**config.mk**
```make
export PLATFORM = sky130hd
export DESIGN_NAME = pixdown_2to1
export DESIGN_NICKNAME = d
export VERILOG_FILES = /design/src/rtl/dsz_pkg.sv /design/src/rtl/dsz_unpack.sv /design/src/rtl/dsz_pair_buf.sv /design/src/rtl/dsz_lane_mux.sv /design/src/rtl/pixdown_2to1.sv
export SDC_FILE = /design/constraint.sdc
export NUM_CORES = 1
export LEC_CHECK = 0
export ABC_AREA = 0
export BUFFER_PORTS_ARGS = -buffer_cell sky130_fd_sc_hd__buf_2
export CELL_PAD_IN_SITES_DETAIL_PLACEMENT = 2
export CELL_PAD_IN_SITES_GLOBAL_PLACEMENT = 2
export CORE_ASPECT_RATIO = 0.5
export CORE_MARGIN = 1
export CORE_UTILIZATION = 26
export CTS_BUF_LIST = sky130_fd_sc_hd__clkbuf_4
export DETAILED_ROUTE_END_ITERATION = 6
export PLACE_DENSITY_LB_ADDON = 0.1
export SYNTH_ARGS = -nofsm -noshare
export SYNTH_HDL_FRONTEND = slang
export SYNTH_SLANG_ARGS = --single-unit
export TNS_END_PERCENT = 10
```
**constraint.sdc**
```tcl
create_clock -name clk -period 1.2 [get_ports clk]
set_input_delay 0.06 -clock clk [delete_from_list [all_inputs] [get_ports clk]]
set_output_delay 0.06 -clock clk [all_outputs]
set_load 0.03 [all_outputs]
```
**src/rtl/dsz_pkg.sv**
```systemverilog
`timescale 1ns/1ps
package dsz_pkg;

    // Default geometry of the stream
    localparam int DEF_PIX_W  = 16;
    localparam int DEF_PPC    = 2;
    localparam int DEF_IN_W   = 48;
    localparam int DEF_USER_W = 4;

    // Occupancy of the pair holding register
    typedef enum logic {
        BUF_IDLE = 1'b0,
        BUF_HELD = 1'b1
    } buf_state_e;

    // Width of a lane index for a given lane count
    function automatic int lane_idx_w(input int ppc);
        return (ppc > 1) ? $clog2(ppc) : 1;
    endfunction

endpackage

```
**src/rtl/dsz_unpack.sv**
```systemverilog
`timescale 1ns/1ps
module dsz_unpack #(
    parameter int PIX_W = dsz_pkg::DEF_PIX_W,
    parameter int PPC   = dsz_pkg::DEF_PPC
) (
    input  logic [PIX_W*PPC-1:0]      packed_in,
    output logic [PPC-1:0][PIX_W-1:0] lanes_out
);
    // The least significant lane is the earliest pixel in the scanline
    for (genvar g = 0; g < PPC; g++) begin : g_lane
        assign lanes_out[g] = packed_in[g*PIX_W +: PIX_W];
    end
endmodule

```
**src/rtl/dsz_pair_buf.sv**
```systemverilog
`timescale 1ns/1ps
module dsz_pair_buf #(
    parameter int PIX_W = dsz_pkg::DEF_PIX_W,
    parameter int PPC   = dsz_pkg::DEF_PPC,
    localparam int PH_W = dsz_pkg::lane_idx_w(PPC)
) (
    input  logic                      clk,
    input  logic                      rst,
    input  logic                      in_valid,
    output logic                      in_ready,
    input  logic [PPC-1:0][PIX_W-1:0] in_lanes,
    input  logic                      in_sof,
    input  logic                      in_eol,
    input  logic                      advance,
    output logic                      held,
    output logic [PH_W-1:0]           phase,
    output logic [PPC-1:0][PIX_W-1:0] lanes,
    output logic                      sof,
    output logic                      eol
);
    import dsz_pkg::*;

    buf_state_e state_q;
    logic       on_last_lane;
    logic       load;

    assign on_last_lane = (phase == PH_W'(PPC-1));
    assign in_ready     = (state_q == BUF_IDLE) || (on_last_lane && advance);
    assign load         = in_valid && in_ready;
    assign held         = (state_q == BUF_HELD);

    always_ff @(posedge clk) begin
        if (rst) begin
            state_q <= BUF_IDLE;
            phase   <= '0;
        end else if (load) begin
            state_q <= BUF_HELD;
            phase   <= '0;
        end else if (advance && held) begin
            if (on_last_lane) begin
                state_q <= BUF_IDLE;
                phase   <= '0;
            end else begin
                phase <= phase + PH_W'(1);
            end
        end
    end

    always_ff @(posedge clk) begin
        if (load) begin
            lanes <= in_lanes;
            sof   <= in_sof;
            eol   <= in_eol;
        end
    end

    // A freshly loaded pair always starts on its lowest lane
    a_r10_load_starts_low: assert property (@(posedge clk) disable iff (rst)
        load |=> held && (phase == '0));

    // An emptied buffer must have taken the last lane
    a_r4_drain_on_last: assert property (@(posedge clk) disable iff (rst)
        held && !load |=> held || ($past(on_last_lane) && $past(advance)));
endmodule

```
**src/rtl/dsz_lane_mux.sv**
```systemverilog
`timescale 1ns/1ps
module dsz_lane_mux #(
    parameter int PIX_W = dsz_pkg::DEF_PIX_W,
    parameter int PPC   = dsz_pkg::DEF_PPC,
    localparam int PH_W = dsz_pkg::lane_idx_w(PPC)
) (
    input  logic [PPC-1:0][PIX_W-1:0] lanes,
    input  logic [PH_W-1:0]           phase,
    input  logic                      held,
    input  logic                      sof,
    input  logic                      eol,
    output logic [PIX_W-1:0]          pix,
    output logic                      pix_sof,
    output logic                      pix_eol,
    output logic                      pix_valid
);
    always_comb begin
        pix = '0;
        for (int i = 0; i < PPC; i++) begin
            if (phase == PH_W'(i)) pix = lanes[i];
        end
    end

    // Frame start rides the first lane, line end rides the last lane
    assign pix_sof   = sof && (phase == '0);
    assign pix_eol   = eol && (phase == PH_W'(PPC-1));
    assign pix_valid = held;
endmodule

```
**src/rtl/pixdown_2to1.sv**
```systemverilog
`timescale 1ns/1ps
module pixdown_2to1 #(
    parameter int IN_W   = dsz_pkg::DEF_IN_W,
    parameter int PIX_W  = dsz_pkg::DEF_PIX_W,
    parameter int PPC    = dsz_pkg::DEF_PPC,
    parameter int USER_W = dsz_pkg::DEF_USER_W
) (
    input  logic              clk,
    input  logic              rst,
    input  logic [IN_W-1:0]   s_tdata,
    input  logic [USER_W-1:0] s_tuser,
    input  logic              s_tlast,
    input  logic              s_tvalid,
    output logic              s_tready,
    output logic [PIX_W-1:0]  m_tdata,
    output logic              m_tuser,
    output logic              m_tlast,
    output logic              m_tvalid,
    input  logic              m_tready
);
    localparam int USED_W = PIX_W * PPC;
    localparam int PH_W   = dsz_pkg::lane_idx_w(PPC);

    typedef struct packed {
        logic [PPC-1:0][PIX_W-1:0] lanes;
        logic                      sof;
        logic                      eol;
    } pair_t;

    pair_t                     in_pair;
    logic [PPC-1:0][PIX_W-1:0] held_lanes;
    logic [PH_W-1:0]           phase;
    logic                      held, held_sof, held_eol;
    logic                      out_fire;
    logic                      pad_unused;

    // Padding and the upper sideband bits carry nothing
    assign pad_unused = ^{s_tdata[IN_W-1:USED_W], s_tuser[USER_W-1:1]};

    assign in_pair.sof = s_tuser[0];
    assign in_pair.eol = s_tlast;
    assign out_fire    = m_tvalid && m_tready;

    dsz_unpack #(.PIX_W(PIX_W), .PPC(PPC)) u_unpack (
        .packed_in (s_tdata[USED_W-1:0]),
        .lanes_out (in_pair.lanes)
    );

    dsz_pair_buf #(.PIX_W(PIX_W), .PPC(PPC)) u_buf (
        .clk      (clk),
        .rst      (rst),
        .in_valid (s_tvalid),
        .in_ready (s_tready),
        .in_lanes (in_pair.lanes),
        .in_sof   (in_pair.sof),
        .in_eol   (in_pair.eol),
        .advance  (out_fire),
        .held     (held),
        .phase    (phase),
        .lanes    (held_lanes),
        .sof      (held_sof),
        .eol      (held_eol)
    );

    dsz_lane_mux #(.PIX_W(PIX_W), .PPC(PPC)) u_mux (
        .lanes     (held_lanes),
        .phase     (phase),
        .held      (held),
        .sof       (held_sof),
        .eol       (held_eol),
        .pix       (m_tdata),
        .pix_sof   (m_tuser),
        .pix_eol   (m_tlast),
        .pix_valid (m_tvalid)
    );

    a_r1_idle_after_reset: assert property (@(posedge clk)
        $past(rst) |-> !m_tvalid && s_tready);

    a_r2_low_pixel_first: assert property (@(posedge clk) disable iff (rst)
        s_tvalid && s_tready |=> m_tvalid && (m_tdata == $past(s_tdata[PIX_W-1:0])));

    a_r5_sof_once: assert property (@(posedge clk) disable iff (rst)
        out_fire && m_tuser |=> !m_tuser);

    a_r6_eol_once: assert property (@(posedge clk) disable iff (rst)
        out_fire && m_tlast |=> !m_tlast);

    a_r7_no_accept_on_stall: assert property (@(posedge clk) disable iff (rst)
        m_tvalid && !m_tready |-> !s_tready);

    a_r8_hold_stable: assert property (@(posedge clk) disable iff (rst)
        m_tvalid && !m_tready |=> m_tvalid && $stable(m_tdata)
                                  && $stable(m_tuser) && $stable(m_tlast));
endmodule

```
==> results of run 1 <==
power groups by stage:
stage | clock network, mW | registers, mW | logic, mW
after floorplan | 0 | 1.51 | 0.220
after global placement | 0 | 1.50 | 0.371
after CTS | 0.701 | 1.48 | 0.560
after global routing | 0.758 | 1.49 | 0.601
after detailed placement | 0 | 1.51 | 0.376
final | 0.659 | 1.48 | 0.565
final cells by class:
cell class | count | area share [%]
clock buffer | 7 | 2.23
clock inverter | 1 | 0.160
inverter | 1 | 0.160
multi-input combinational | 26 | 12.3
sequential | 36 | 45.3
tap | 70 | 3.72
timing repair buffer | 99 | 36.1
Yosys cell counts, types with 2 or more instances:
cell | instances | area share, %
nor2b_1 | 2 | 0.93
mux2_2 | 16 | 13
edfxtp_1 | 34 | 76
dfxtp_1 | 2 | 3.0
worst max-delay path, stage by stage, from the launching register on:
cell	delay, ns
dfxtp_4	0.41
buf_12	0.15
mux2_2	0.35
buf_6	0.14
sequential cells by signal (all words and copies together) (netlist names):
register     flops
u_buf.held       1
u_buf.sof        1
u_buf.eol        1
u_buf.lanes     32
u_buf.phase      1
cell families (layout without fill, tap and decap cells):
group                  Yosys count  in the layout  synth area share (%)
muxes                           16             16                  13.4
buffers and inverters            3            108                  1.67
AOI/OAI and AO/OA                3              3                  2.51
DFF                             36             36                  78.9
and+or+nand+nor                  7              7                  3.54
per-stage QoR:
stage,setup slack (ns),cells,setup TNS (ns),power [mW]
2_1_floorplan,-0.167,65,-5.67,1.73
3_3_place_gp,0.0631,194,0,1.87
3_5_place_dp,0.0547,194,0,1.88
4_1_cts,-0.268,240,-7.40,2.74
5_1_grt,-0.311,240,-9.31,2.85
6_report,-0.225,240,-5.99,2.71
path summary, 6_finish.rpt:
| path | start | end |
|---|---|---|
| worst min-delay path | m_tready | u_buf.held |
| worst max register to register | u_buf.phase | u_buf.lanes[12] |
| worst min register to register | u_buf.held | u_buf.held |
| worst max-delay path | u_buf.phase | m_tdata[0] |
per-layer routing:
layer | global-route usage (%) | part of all wire, %
met4 | 4.29 | 0.55
met3 | 4.56 | 4.4
met5 | 0 | 0
met1 | 15.5 | 41
met2 | 25.7 | 54
what timing repair did:
action,CTS,global route
setup buffers,1,0
hold endpoints to repair,35,0
gates cloned,1,0
hold buffers,36,0
pin swaps,1,0
gates resized for setup,42,4
setup endpoints to repair,18,53
==> impl_metrics.yaml, run 1 <==
yosys:
  ys_async_sr_fraction_pct: 0
  netlist_area_um2: 1350
  syn_nets: 122
  synth_edf_count: 34
  synthCells: 65
  syn_avg_cell_area_um2: 20.7
  ys_ff_latch: 36
  ys_seq_area_share_pct: 78.9
  yosys_warnings: 0
  yosysUniqueCellTypes: 15
  ys.flop_type: "edfxtp_1"
worst_setup_path:
  crit_arrival_ns: 1.37
  crit_type: "flip-flop to output pin"
  cp_max_fo: 10
  worstPathRequired_ns: 1.14
  r2r_slack_ns: -0.09
  r2r_cells: 4
  cp-start-kind: "flip-flop"
  end_kind: "output pin"
timing:
  slew_viol_final: 0
  report.final.hold_viol_count: 0
  tightest_slew_ns: 0.256
  period_needed_ns: 1.43
  max_clock_freq_mhz: 702
  rsz0062_at_grt: "yes"
  fin_crit_sh_pct: 119
  timing.hold.ws_ns: 0.0569
  skew_ns: 0.00668
  slew_headroom_pct: 82.7
  timing.final.ws_setup_ns: -0.225
  setup_viol: 53
routing:
  vias: 973
  dr.pass1.iters: 6
  ant_nets: 0
  drc: 0
  wl_per_cell_um: 14.5
  drtIter0Drc: 16
  viasPerCell: 4.05
  wirelength_um: 3480
global_route:
  grt_use_total_pct: 13.8
  grt_pass1_vias: 1075
  antenna_found_initial: 0
  grt_max_degree: 27
  grt_first_pass_wirelength_um: 5400
  overflow: 0
placement:
  dpl.hpwl_um: 1880
  gp_congestion: 0.607
  io_buffers: 57
  post_dp_cell_area_um2: 1760
floorplan:
  die_x_um: 104
  start_util_pct: 27.1
  num_rows: 18
  die_h_um: 52.9
  die_area_um2: 5480
  io-pin-count: 77
  coreArea_um2: 4950
clock_network:
  path_clk_slew_ns: 0.11
  clock-sinks: 36
  h-tree-depth: 2
  cts_buffers: 5
  cts_tree: "done"
  clockRootBuffer: "clkbuf_4"
  cts.path.max_buffers: 2
  worst_skew_pair.late_latency_ns: 0.32
min_path:
  holdPathStages: 3
  worstHoldPathType: "input pin to flip-flop"
status:
  violations: "setup timing"
  status: "finished, violations left"
final_layout:
  final_common_cell: "buf_2"
  fillers: 490
  multi_input_area_um2: 290
  n_antenna_cell: 0
  utilization_pct: 47.5
  area_growth_pct: 74.9
  nNetsFinal: 226
  drive_above_1_share_pct: 54.1
  layout_common_cells: "39 x buf_2, 36 x dlygate4sd3_1, 34 x edfxtp_1"
  register_area_um2: 1070
  final_cell_area_um2: 2350
pwr:
  clockPowerShare_pct: 24.4
  combinationalPowerShare_pct: 20.9
  seqPwrFrac_pct: 54.8
  switchingPower_mw: 0.661
  irDropWorstVdd_mv: 0.497
  p_int_mw: 2.04
  power_density_nw_per_um2: 1150
  p_leak_nw: 0.952
  p_sw_share_pct: 24.4
job:
  maxCapViolations: 0
Note: power is estimated with default switching activity, not from simulation.
==> run 2, diff against run 1 <==
- REMOVE_ABC_BUFFERS: default -> 1
- SETUP_SLACK_MARGIN: default -> 0.05
==> impl_metrics.yaml, run 2 (synthesis gave the netlist of run 1 again) <==
routing:
  drtIter0Drc: 42
  wl_per_cell_um: 15.9
  wirelength_um: 3870
  dr.pass1.iters: 4
  drc: 0
  viasPerCell: 4.15
  ant_nets: 0
  vias: 1009
worst_setup_path:
  crit_type: "flip-flop to output pin"
  r2r_slack_ns: -0.17
  worstPathRequired_ns: 1.14
  crit_arrival_ns: 1.40
  cp-start-kind: "flip-flop"
  end_kind: "output pin"
  cp_max_fo: 5
floorplan:
  die_x_um: 104
  io-pin-count: 77
  num_rows: 18
  die_h_um: 52.9
  die_area_um2: 5480
  start_util_pct: 27.1
  coreArea_um2: 4950
pwr:
  power_mw: 2.70
  p_leak_nw: 0.996
  irDropWorstVdd_mv: 0.427
  power_density_nw_per_um2: 1120
timing:
  fin_crit_sh_pct: 121
  max_clock_freq_mhz: 687
  timing.hold.ws_ns: 0.0541
  period_needed_ns: 1.46
  setup_viol: 53
  slew_headroom_pct: 83.4
  rsz0062_at_grt: "yes"
  report.final.hold_viol_count: 0
  fin_tns_setup_ns: -7.93
  slew_viol_final: 0
  skew_ns: 0.0201
  tightest_slew_ns: 0.246
  timing.final.ws_setup_ns: -0.255
global_route:
  overflow: 0
  grt_use_total_pct: 13.3
  grt_pass1_vias: 1038
  antenna_found_initial: 0
  grt_first_pass_wirelength_um: 5180
  grt.met2_usage_pct: 24.3
  grt_use_met1_pct: 15.2
  grt_max_degree: 35
  grt_busiest_layer: "met2"
  grt_use_met3_pct: 5.05
final_layout:
  n_antenna_cell: 0
  largest_reg_flops: 32
  final_common_cell: "buf_2"
  final_cell_area_um2: 2410
  drive_above_1_share_pct: 53.8
  utilization_pct: 48.7
  area_growth_pct: 79.5
  layout_common_cells: "38 x buf_2, 36 x dlygate4sd3_1, 34 x edfxtp_1"
  nNetsFinal: 230
  top_register: "u_buf.lanes"
  instances_no_fill: 243
clock_network:
  clock-sinks: 36
  h-tree-depth: 2
  worst_skew_pair.late_latency_ns: 0.34
  path_clk_slew_ns: 0.12
  cts_tree: "done"
  cts.path.max_buffers: 2
  cts_buffers: 5
  clockRootBuffer: "clkbuf_4"
placement:
  dpl.hpwl_um: 1970
  post_dp_cell_area_um2: 1720
  io_buffers: 57
  dp_slack_ns: -0.112
  dp.cells: 193
  gp_congestion: 0.627
status:
  status: "finished, violations left"
  violations: "setup timing"
job:
  maxCapViolations: 0
min_path:
  worstHoldPathType: "input pin to flip-flop"
run 2: worst paths after layout:
check	from	end	cells past startpoint
max	u_buf.phase	m_tdata[2]	3
min	m_tready	u_buf.phase	3
max reg2reg	u_buf.phase	u_buf.lanes[23]	4
min reg2reg	u_buf.held	u_buf.phase	3
run 2: where the power goes:
group / internal, mW / leakage (nW) / switching (mW) / total, mW
clock: 0.205 / 0.0261 / 0.404 / 0.609
combinational: 0.341 / 0.629 / 0.268 / 0.609
sequential: 1.46 / 0.342 / 0.0259 / 1.49
total: 2.01 / 0.996 / 0.697 / 2.70
run 2: metal layers:
metal / part of all wire [%] / wire, um / vias up
met5: 0 / 0 / -
met4: 0 / 0 / 0
met3: 5.5 / 214 / 0
met2: 50 / 1940 / 32
met1: 44 / 1710 / 508
li1: - / - / 469
run 2: final cells by class:
cell class                 count  area (um^2)
fill                         475         2540
sequential                    36         1060
timing repair buffer         100          863
multi-input combinational     29          350
tap                           70         87.6
clock buffer                   5         37.5
clock inverter                 2         7.51
inverter                       1         3.75
run 2: what timing repair did:
item / in CTS / in global routing
hold endpoints to repair: 35 / 0
pin swaps: 0 / 1
setup buffers: 1 / 1
endpoints found under the setup margin: 53 / 53
gates cloned: 1 / 4
hold buffers: 36 / 0
gates resized for setup: 50 / 13
run 2: worst max-delay path: stages, from the launching register on:
cell	delay, ns
dfxtp_4	0.44
clkbuf_16	0.17
mux2_4	0.30
buf_6	0.14
